### src/rtl/fcg_pkg.sv
package fcg_pkg;
  localparam int WORD_W = 16;
  localparam int MAX_TRIG = 4;

  typedef enum logic [2:0] {
    FC_USER_DATA = 3'd1,
    FC_USER_PROG = 3'd2,
    FC_SUP_DATA  = 3'd5,
    FC_SUP_PROG  = 3'd6
  } fc_e;

  function automatic logic is_prog(input logic [2:0] fc);
    return (fc == FC_USER_PROG) || (fc == FC_SUP_PROG);
  endfunction
endpackage

### src/rtl/fcg_xform.sv
module fcg_xform #(
  parameter logic [15:0] KEY_SEED  = 16'hA5C3,
  parameter int          PERM_STEP = 5,
  parameter int          PERM_OFS  = 3
) (
  input  logic [15:0] idx_i,
  input  logic [15:0] d_i,
  output logic [15:0] d_o
);
  logic [15:0] key;
  logic [15:0] mixed;

  assign key   = {idx_i[10:0], idx_i[15:11]} ^ KEY_SEED;
  assign mixed = d_i ^ key;

  // odd step keeps the bit map a permutation of 16 positions
  for (genvar i = 0; i < 16; i++) begin : g_perm
    localparam int SRC = (i * PERM_STEP + PERM_OFS) % 16;
    assign d_o[i] = mixed[SRC];
  end
endmodule

### src/rtl/fcg_trig_match.sv
module fcg_trig_match #(
  parameter int                TRIG_LEN   = 2,
  parameter logic [4*16-1:0]   TRIG_WORDS = 64'h0000_0000_4E71_4EF9
) (
  input  logic        clk_i,
  input  logic        rst_ni,
  input  logic        step_i,
  input  logic [15:0] word_i,
  output logic        hit_o
);
  logic [1:0]  idx_q, idx_d;
  logic [15:0] want;
  logic        match;

  assign want  = TRIG_WORDS[idx_q*16 +: 16];
  assign match = (word_i == want);
  assign hit_o = step_i && match && (idx_q == 2'(TRIG_LEN - 1));

  always_comb begin
    idx_d = idx_q;
    if (step_i) begin
      if (!match || hit_o) idx_d = '0;
      else                 idx_d = idx_q + 2'd1;
    end
  end

  always_ff @(posedge clk_i or negedge rst_ni) begin
    if (!rst_ni) idx_q <= '0;
    else         idx_q <= idx_d;
  end
endmodule

### src/rtl/fcg_timer.sv
module fcg_timer #(
  parameter int RELOAD = 1024
) (
  input  logic clk_i,
  input  logic rst_ni,
  input  logic load_i,
  output logic en_o
);
  localparam int CW = $clog2(RELOAD + 1);
  logic [CW-1:0] cnt_q;

  always_ff @(posedge clk_i or negedge rst_ni) begin
    if (!rst_ni)            cnt_q <= '0;
    else if (load_i)        cnt_q <= CW'(RELOAD);
    else if (cnt_q != '0)   cnt_q <= cnt_q - 1'b1;
  end

  assign en_o = (cnt_q != '0);
endmodule

### src/rtl/fetch_crypt_gate.sv
module fetch_crypt_gate
  import fcg_pkg::*;
#(
  parameter int              ADDR_W     = 24,
  parameter int              ROM_BYTES  = 4 * 1024 * 1024,
  parameter int              WIN_BYTES  = 1024 * 1024,
  parameter int              RELOAD     = 1024,
  parameter int              TRIG_LEN   = 2,
  parameter logic [4*16-1:0] TRIG_WORDS = 64'h0000_0000_4E71_4EF9,
  parameter logic [15:0]     KEY_SEED   = 16'hA5C3,
  parameter int              PERM_STEP  = 5,
  parameter int              PERM_OFS   = 3
) (
  input  logic              clk_i,
  input  logic              rst_ni,
  input  logic              rd_valid_i,
  input  logic [2:0]        fc_i,
  input  logic [ADDR_W-1:1] addr_i,
  input  logic [15:0]       rdata_i,
  output logic [15:0]       rdata_o,
  output logic              dec_active_o,
  output logic              dec_en_o
);
  localparam int WIN_EFF = (WIN_BYTES < ROM_BYTES) ? WIN_BYTES : ROM_BYTES;
  localparam logic [ADDR_W:0] WIN_LIM = (ADDR_W + 1)'(WIN_EFF);

  logic [ADDR_W:0] byte_addr;
  logic            in_win;
  logic            prog_rd;
  logic [15:0]     dec_word;
  logic            trig_hit;

  assign byte_addr = {1'b0, addr_i, 1'b0};
  assign in_win    = byte_addr < WIN_LIM;
  assign prog_rd   = rd_valid_i && is_prog(fc_i);

  fcg_xform #(
    .KEY_SEED (KEY_SEED),
    .PERM_STEP(PERM_STEP),
    .PERM_OFS (PERM_OFS)
  ) u_xform (
    .idx_i(addr_i[16:1]),
    .d_i  (rdata_i),
    .d_o  (dec_word)
  );

  assign dec_active_o = prog_rd && in_win && dec_en_o;
  assign rdata_o      = dec_active_o ? dec_word : rdata_i;

  // trigger compares the word the master actually receives
  fcg_trig_match #(
    .TRIG_LEN  (TRIG_LEN),
    .TRIG_WORDS(TRIG_WORDS)
  ) u_match (
    .clk_i (clk_i),
    .rst_ni(rst_ni),
    .step_i(prog_rd),
    .word_i(rdata_o),
    .hit_o (trig_hit)
  );

  fcg_timer #(
    .RELOAD(RELOAD)
  ) u_timer (
    .clk_i (clk_i),
    .rst_ni(rst_ni),
    .load_i(trig_hit),
    .en_o  (dec_en_o)
  );
endmodule

### config.mk
export PLATFORM = sky130hd
export DESIGN_NAME = fetch_crypt_gate
export DESIGN_NICKNAME = d
export VERILOG_FILES = /design/src/rtl/fcg_pkg.sv /design/src/rtl/fcg_xform.sv /design/src/rtl/fcg_trig_match.sv /design/src/rtl/fcg_timer.sv /design/src/rtl/fetch_crypt_gate.sv
export SDC_FILE = /design/constraint.sdc
export NUM_CORES = 1
export LEC_CHECK = 0
export BUFFER_PORTS_ARGS = -buffer_cell sky130_fd_sc_hd__buf_2
export CORE_ASPECT_RATIO = 1.25
export CORE_MARGIN = 2
export CORE_UTILIZATION = 42
export DETAILED_ROUTE_END_ITERATION = 12
export PLACE_DENSITY = 0.77
export SYNTH_ARGS = -nofsm -noshare
export SYNTH_HDL_FRONTEND = slang
export SYNTH_SLANG_ARGS = --single-unit
### constraint.sdc
create_clock -name clk_i -period 2.4 [get_ports clk_i]
set_input_delay 0.48 -clock clk_i [delete_from_list [all_inputs] [get_ports clk_i]]
set_output_delay 0.48 -clock clk_i [all_outputs]
set_load 0.02 [all_outputs]
-- After elaboration in Yosys (flattened, before gate mapping)
Index checks and enable logic that the tools add are counted.
- register bits after elaboration: 13
- bits of input ports: 45
- output and inout bits: 18
- word-level logic and storage cells: 26
- $add $sub $neg: 2
- $lt $le $gt $ge: 1
- eq/ne operators: 4
- shift-type cells: 1
- mux-type cells: 4
- bitwise logic cells: 2
- reductions and logical operators: 10
- operators by type and width (kind ; count):
    indexed part select 64 x 7 -> 16 bit (first input constant) ; 1
    less-than comparator 24 x 21 -> 1 bit (second input constant) ; 1
    two-way mux 11 bit ; 2
    equality test 16 bit ; 1
    two-way mux 16 bit ; 1
    bitwise XOR 16 bit ; 1
    nonzero test 11 bit ; 1
    subtractor 11 x 1 -> 11 bit (second input constant) ; 1
    inverter 8 bit ; 1
    logical AND 1 bit ; 5
    equality test 3 x 2 -> 1 bit (second input constant) ; 1
    equality test 3 bit (second input constant) ; 1
    adder 2 x 1 -> 2 bit (second input constant) ; 1
    equality test 2 x 1 -> 1 bit (second input constant) ; 1
    logical OR 1 bit ; 2
    two-way mux 2 bit ; 1
    nonzero test 2 bit ; 1
    zero test 1 bit ; 1

-- Depth between registers and ports, before layout
- depth in word-level cells: 11
- depth in mapped cells: 11
- depth with buffers taken out: 9

-- Hierarchy
From an unflattened synthesis, not the netlist that was laid out.
- cell total of the unflattened synthesis: 120
- area total of the unflattened synthesis: 1315.0 sq um
- modules (own cells, without submodules) (module ; instances ; cells an instance ; area each (sq um) ; seq. area each (sq um)):
    fcg_timer ; 1 ; 57 ; 595.6 ; 275.3
    fcg_trig_match ; 1 ; 26 ; 300.3 ; 50.0
    fetch_crypt_gate ; 1 ; 21 ; 279.0 ; 0.0
    fcg_xform ; 1 ; 16 ; 140.1 ; 0.0

-- Worst setup path before layout
OpenSTA, ideal clock, no wires.
- path kind: input port to output port
- from: in addr_i[23] (netlist bit)
- to: out rdata_o[1]
- arrival: 2.046 ns
- required time: 1.920 ns
- setup slack: -0.126 ns
- cell stages on the path: 6
- buffers on the path: 2
- path through: nor4_1 -> and2_1 -> nand2_8 -> clkbuf_1 -> clkbuf_1 -> o21ai_0
- cells in the longest elaborated chain, start to end: 4
- ends and longest elaborated chain (element ; RTL line ; source):
    start, declared ; fetch_crypt_gate.sv:18 ; input logic [ADDR_W-1:1] addr_i,
    less-than comparator 24 x 21 -> 1 bit ; fetch_crypt_gate.sv:34 ; assign in_win = byte_addr < WIN_LIM;
    logical AND 1 bit (2 in series) ; fetch_crypt_gate.sv:47 ; assign dec_active_o = prog_rd && in_win && dec_en_o;
    two-way mux 16 bit ; fetch_crypt_gate.sv:48 ; assign rdata_o = dec_active_o ? dec_word : rdata_i;
    end, declared ; fetch_crypt_gate.sv:20 ; output logic [15:0] rdata_o,
No other way between the ends.

-- Final worst setup path
- from: reg u_timer.cnt_q[6]
- to: out rdata_o[2]
- cells in the longest elaborated chain, start to end: 3
- ends and longest elaborated chain (element ; RTL line ; source):
    start, declared ; fcg_timer.sv:10 ; logic [CW-1:0] cnt_q;
    start signal, assigned ; fcg_timer.sv:14 ; else if (load_i) cnt_q <= CW'(RELOAD);
    start signal, assigned ; fcg_timer.sv:15 ; else if (cnt_q != '0) cnt_q <= cnt_q - 1'b1;
    nonzero test 11 bit ; fcg_timer.sv:18 ; assign en_o = (cnt_q != '0);
    logical AND 1 bit ; fetch_crypt_gate.sv:47 ;
    two-way mux 16 bit ; fetch_crypt_gate.sv:48 ;
No other way between the ends.

==> results.cfg <==
[status]
run_status = complete, no violations

[timing]
whs_ns = 0.0750
fin_setup_tns_ns = 0
rsz0062_at_grt = no
finalMaxSlewViolations = 0
slew_headroom = 0.761
tightest_slew_ns = 0.355
fin_crit_sh = 0.958
fin_skew_ns = 0.00637
fmax_mhz = 435
setup_viol = 0
min_period_ns = 2.30
hold_viol = 0

[drt]
wl_per_cell_um = 13.1
dr.pass1.iters = 4
routed_wl_um = 3380
ant_nets = 0
vias_per_cell = 5.38
vias = 1389
drt_iter0_markers = 16
drc_errors = 0

[setup_path]
path_cells = nor4_4 > and4_4 > inv_6 > nand2_4 > nand2_1 > o21ai_0 > buf_2
critical_path.max_fanout = 11
crit_type = reg -> out
worstReg2RegStart = u_timer.cnt_q[0]
cp.required_ns = 1.92
cpMaxStageDelayCell = dfrtp_1
rrSetupSlack_ns = 0.19
end_kind = primary output
rr_endpoint = u_timer.cnt_q[2]
crit_end = rdata_o[2]
cp.arrival_ns = 1.82
cp-startpoint = u_timer.cnt_q[6]
cpPeakStageDelay_ns = 0.42
critPathLaunchType = flop
ff2ff_path_depth = 9

[global_route]
grt_usage = 0.192
grt_start_max_net_pins = 32
grt_pass1_wl_um = 5240
grt_pass1_vias = 1282
antenna_found_initial = 0
grt_overflow_total = 0

[logic_synthesis]
synth-seq-cells = 13
yosys.area_share.simple = 0.274
synthTopCellsByCount = 20 x nand2_1, 14 x o21ai_0, 13 x dfrtp_1
synthTopCellsByArea = dfrtp_1 25%, xor2_1 8.0%, xnor2_1 7.3%, a21oi_2 6.0%, nand2_1 5.7%
synth_top_area_frac = 0.247
syn_inst = 157
synth.area.mux_share = 0.00760
syn_area_per_cell_um2 = 8.39
synth_top_area_cell = dfrtp_1
ys_warn_count = 0
ys.flop_type = dfrtp_1
synth_top_family_by_area = simple AND/OR/NAND/NOR gates
synth_edf_count = 0
synth_compound_area_frac = 0.229
netlist-cell-type-count = 43
async_flop_share = 1.00
syn_nets = 205
synth_area_um2 = 1320
synth_adder_area_share = 0.0285
synth_most_common_cell = nand2_1
synth_xor_area_frac = 0.153
synth_seq_area_share = 0.247

[layout]
fillers = 275
area_growth_syn_to_layout_pct = 33.2
final_cell_area_um2 = 1760
drive_gt1_frac = 0.410
nNetsFinal = 271
diodes = 0

[die]
die_w_um = 54.1
core-area_um2 = 2970
ios = 63
initial_core_util = 0.443
num_rows = 22
die_area_um2 = 3600
die_y_um = 66.6

[power]
ir_drop_mv = 0.235
leakagePower_nw = 0.774
pwr_density_cell_nw_per_um2 = 286

[clocking]
cts.sinks = 13
cts_tree = done
cts_root_buf = clkbuf_4
cts.clk_slew.worst_paths_ns = 0.08
htree_levels = 1
cts_max_path_buffers = 2
cts-buffers-inserted = 3
clk_latency_ns = 0.28

[job]
max_cap_violations = 0

[place]
dpl_cell_area_um2 = 1670
dpl.hpwl_um = 2610
port_buffers = 58
gp_congestion = 0.710

[hold_path]
hold_class = in -> async
## final cells by class
class / count / area (µm²) / area share
Inverter: 6 / 30.0 / 0.0171
Clock buffer: 4 / 26.3 / 0.0150
Multi-Input combinational cell: 134 / 957 / 0.545
Sequential cell: 13 / 327 / 0.186
Tap cell: 36 / 45.0 / 0.0257
Timing Repair Buffer: 65 / 370 / 0.211
## state kept, by name, indices dropped and copies added (netlist names)
register       count
u_timer.cnt_q     11
u_match.idx_q      2
## worst min path at each step
| stage | slack, ns | cells past startpoint | endpoint |
|---|---|---|---|
| 3_3_place_gp | 0.38 | 1 | u_timer.cnt_q[3] |
| 5_1_grt | 0.08 | 1 | u_timer.cnt_q[3] |
| 2_1_floorplan | 0.18 | 0 | u_match.idx_q[0] |
| 4_1_cts | 0.09 | 1 | u_timer.cnt_q[3] |
| 3_5_place_dp | 0.39 | 1 | u_timer.cnt_q[3] |
| 6_report | 0.07 | 1 | u_timer.cnt_q[3] |
## logic make-up after synthesis
kind of cell             Yosys count
adder cells (fa/ha/maj)            3
AND/OR/NAND/NOR                   65
flip-flops                        13
multiplexers                       1
AO/OA/AOI/OAI                     40
XOR/XNOR                          23
buffers and inverters             12
## worst max-delay path, delay by kind of cell, from the launching register on
family	cells	cell delay (ns)
simple gates	4	0.79
flops	1	0.42
compound gates	1	0.06
buf+inv	2	0.27
## power breakdown
| part | internal [mW] | switching, mW | total, mW |
|---|---|---|---|
| Clock | 0.0645 | 0.0705 | 0.135 |
| Combinational | 0.0617 | 0.0858 | 0.147 |
| Sequential | 0.219 | 0.00000573 | 0.219 |
## timing repair
action / CTS / global route
buffers inserted: 0 / 2
pin swaps: 0 / 3
gates cloned: 0 / 2
setup endpoints to repair: 16 / 16
resized for setup: 3 / 8
hold buffers: 0 / 0
## through the flow
stage | cells | utilization | worst slack [ns] | total power [mW]
detailed placement | 250 | 0.560 | 0.0296 | 0.369
floorplan | 157 | - | 0.00715 | 0.296
CTS | 254 | 0.573 | 0.0212 | 0.501
finish | 258 | 0.590 | 0.102 | 0.501
global route | 258 | 0.590 | 0.00286 | 0.533
global placement | 250 | 0.560 | 0.0477 | 0.367
## metal layers
layer | vias up | share of wire | global-route usage
met5 | - | 0 | 0
met4 | 0 | 0.0056 | 0.0375
met3 | 3 | 0.066 | 0.0247
met2 | 53 | 0.53 | 0.373
met1 | 629 | 0.40 | 0.215
li1 | 704 | - | -
## cells in the final DEF (no fill, tap or decap), types with 2 or more instances in the layout
cell,instances
nand3_1,6
clkbuf_4,3
inv_1,4
xnor2_1,11
nand2_4,2
a22o_1,2
a21oi_1,2
buf_4,6
a211oi_1,2
and3_1,4
ha_1,3
o21ai_0,11
nand4_1,5
buf_2,57
nand3b_1,2
a21oi_2,10
buf_12,2
nand2_1,20
xor2_1,12
dfrtp_1,12
o21ai_1,4
or4_1,4
nor3_1,2
a22oi_4,2
nor4_1,4
nor2_1,8
(Power assumes the default switching activity.)
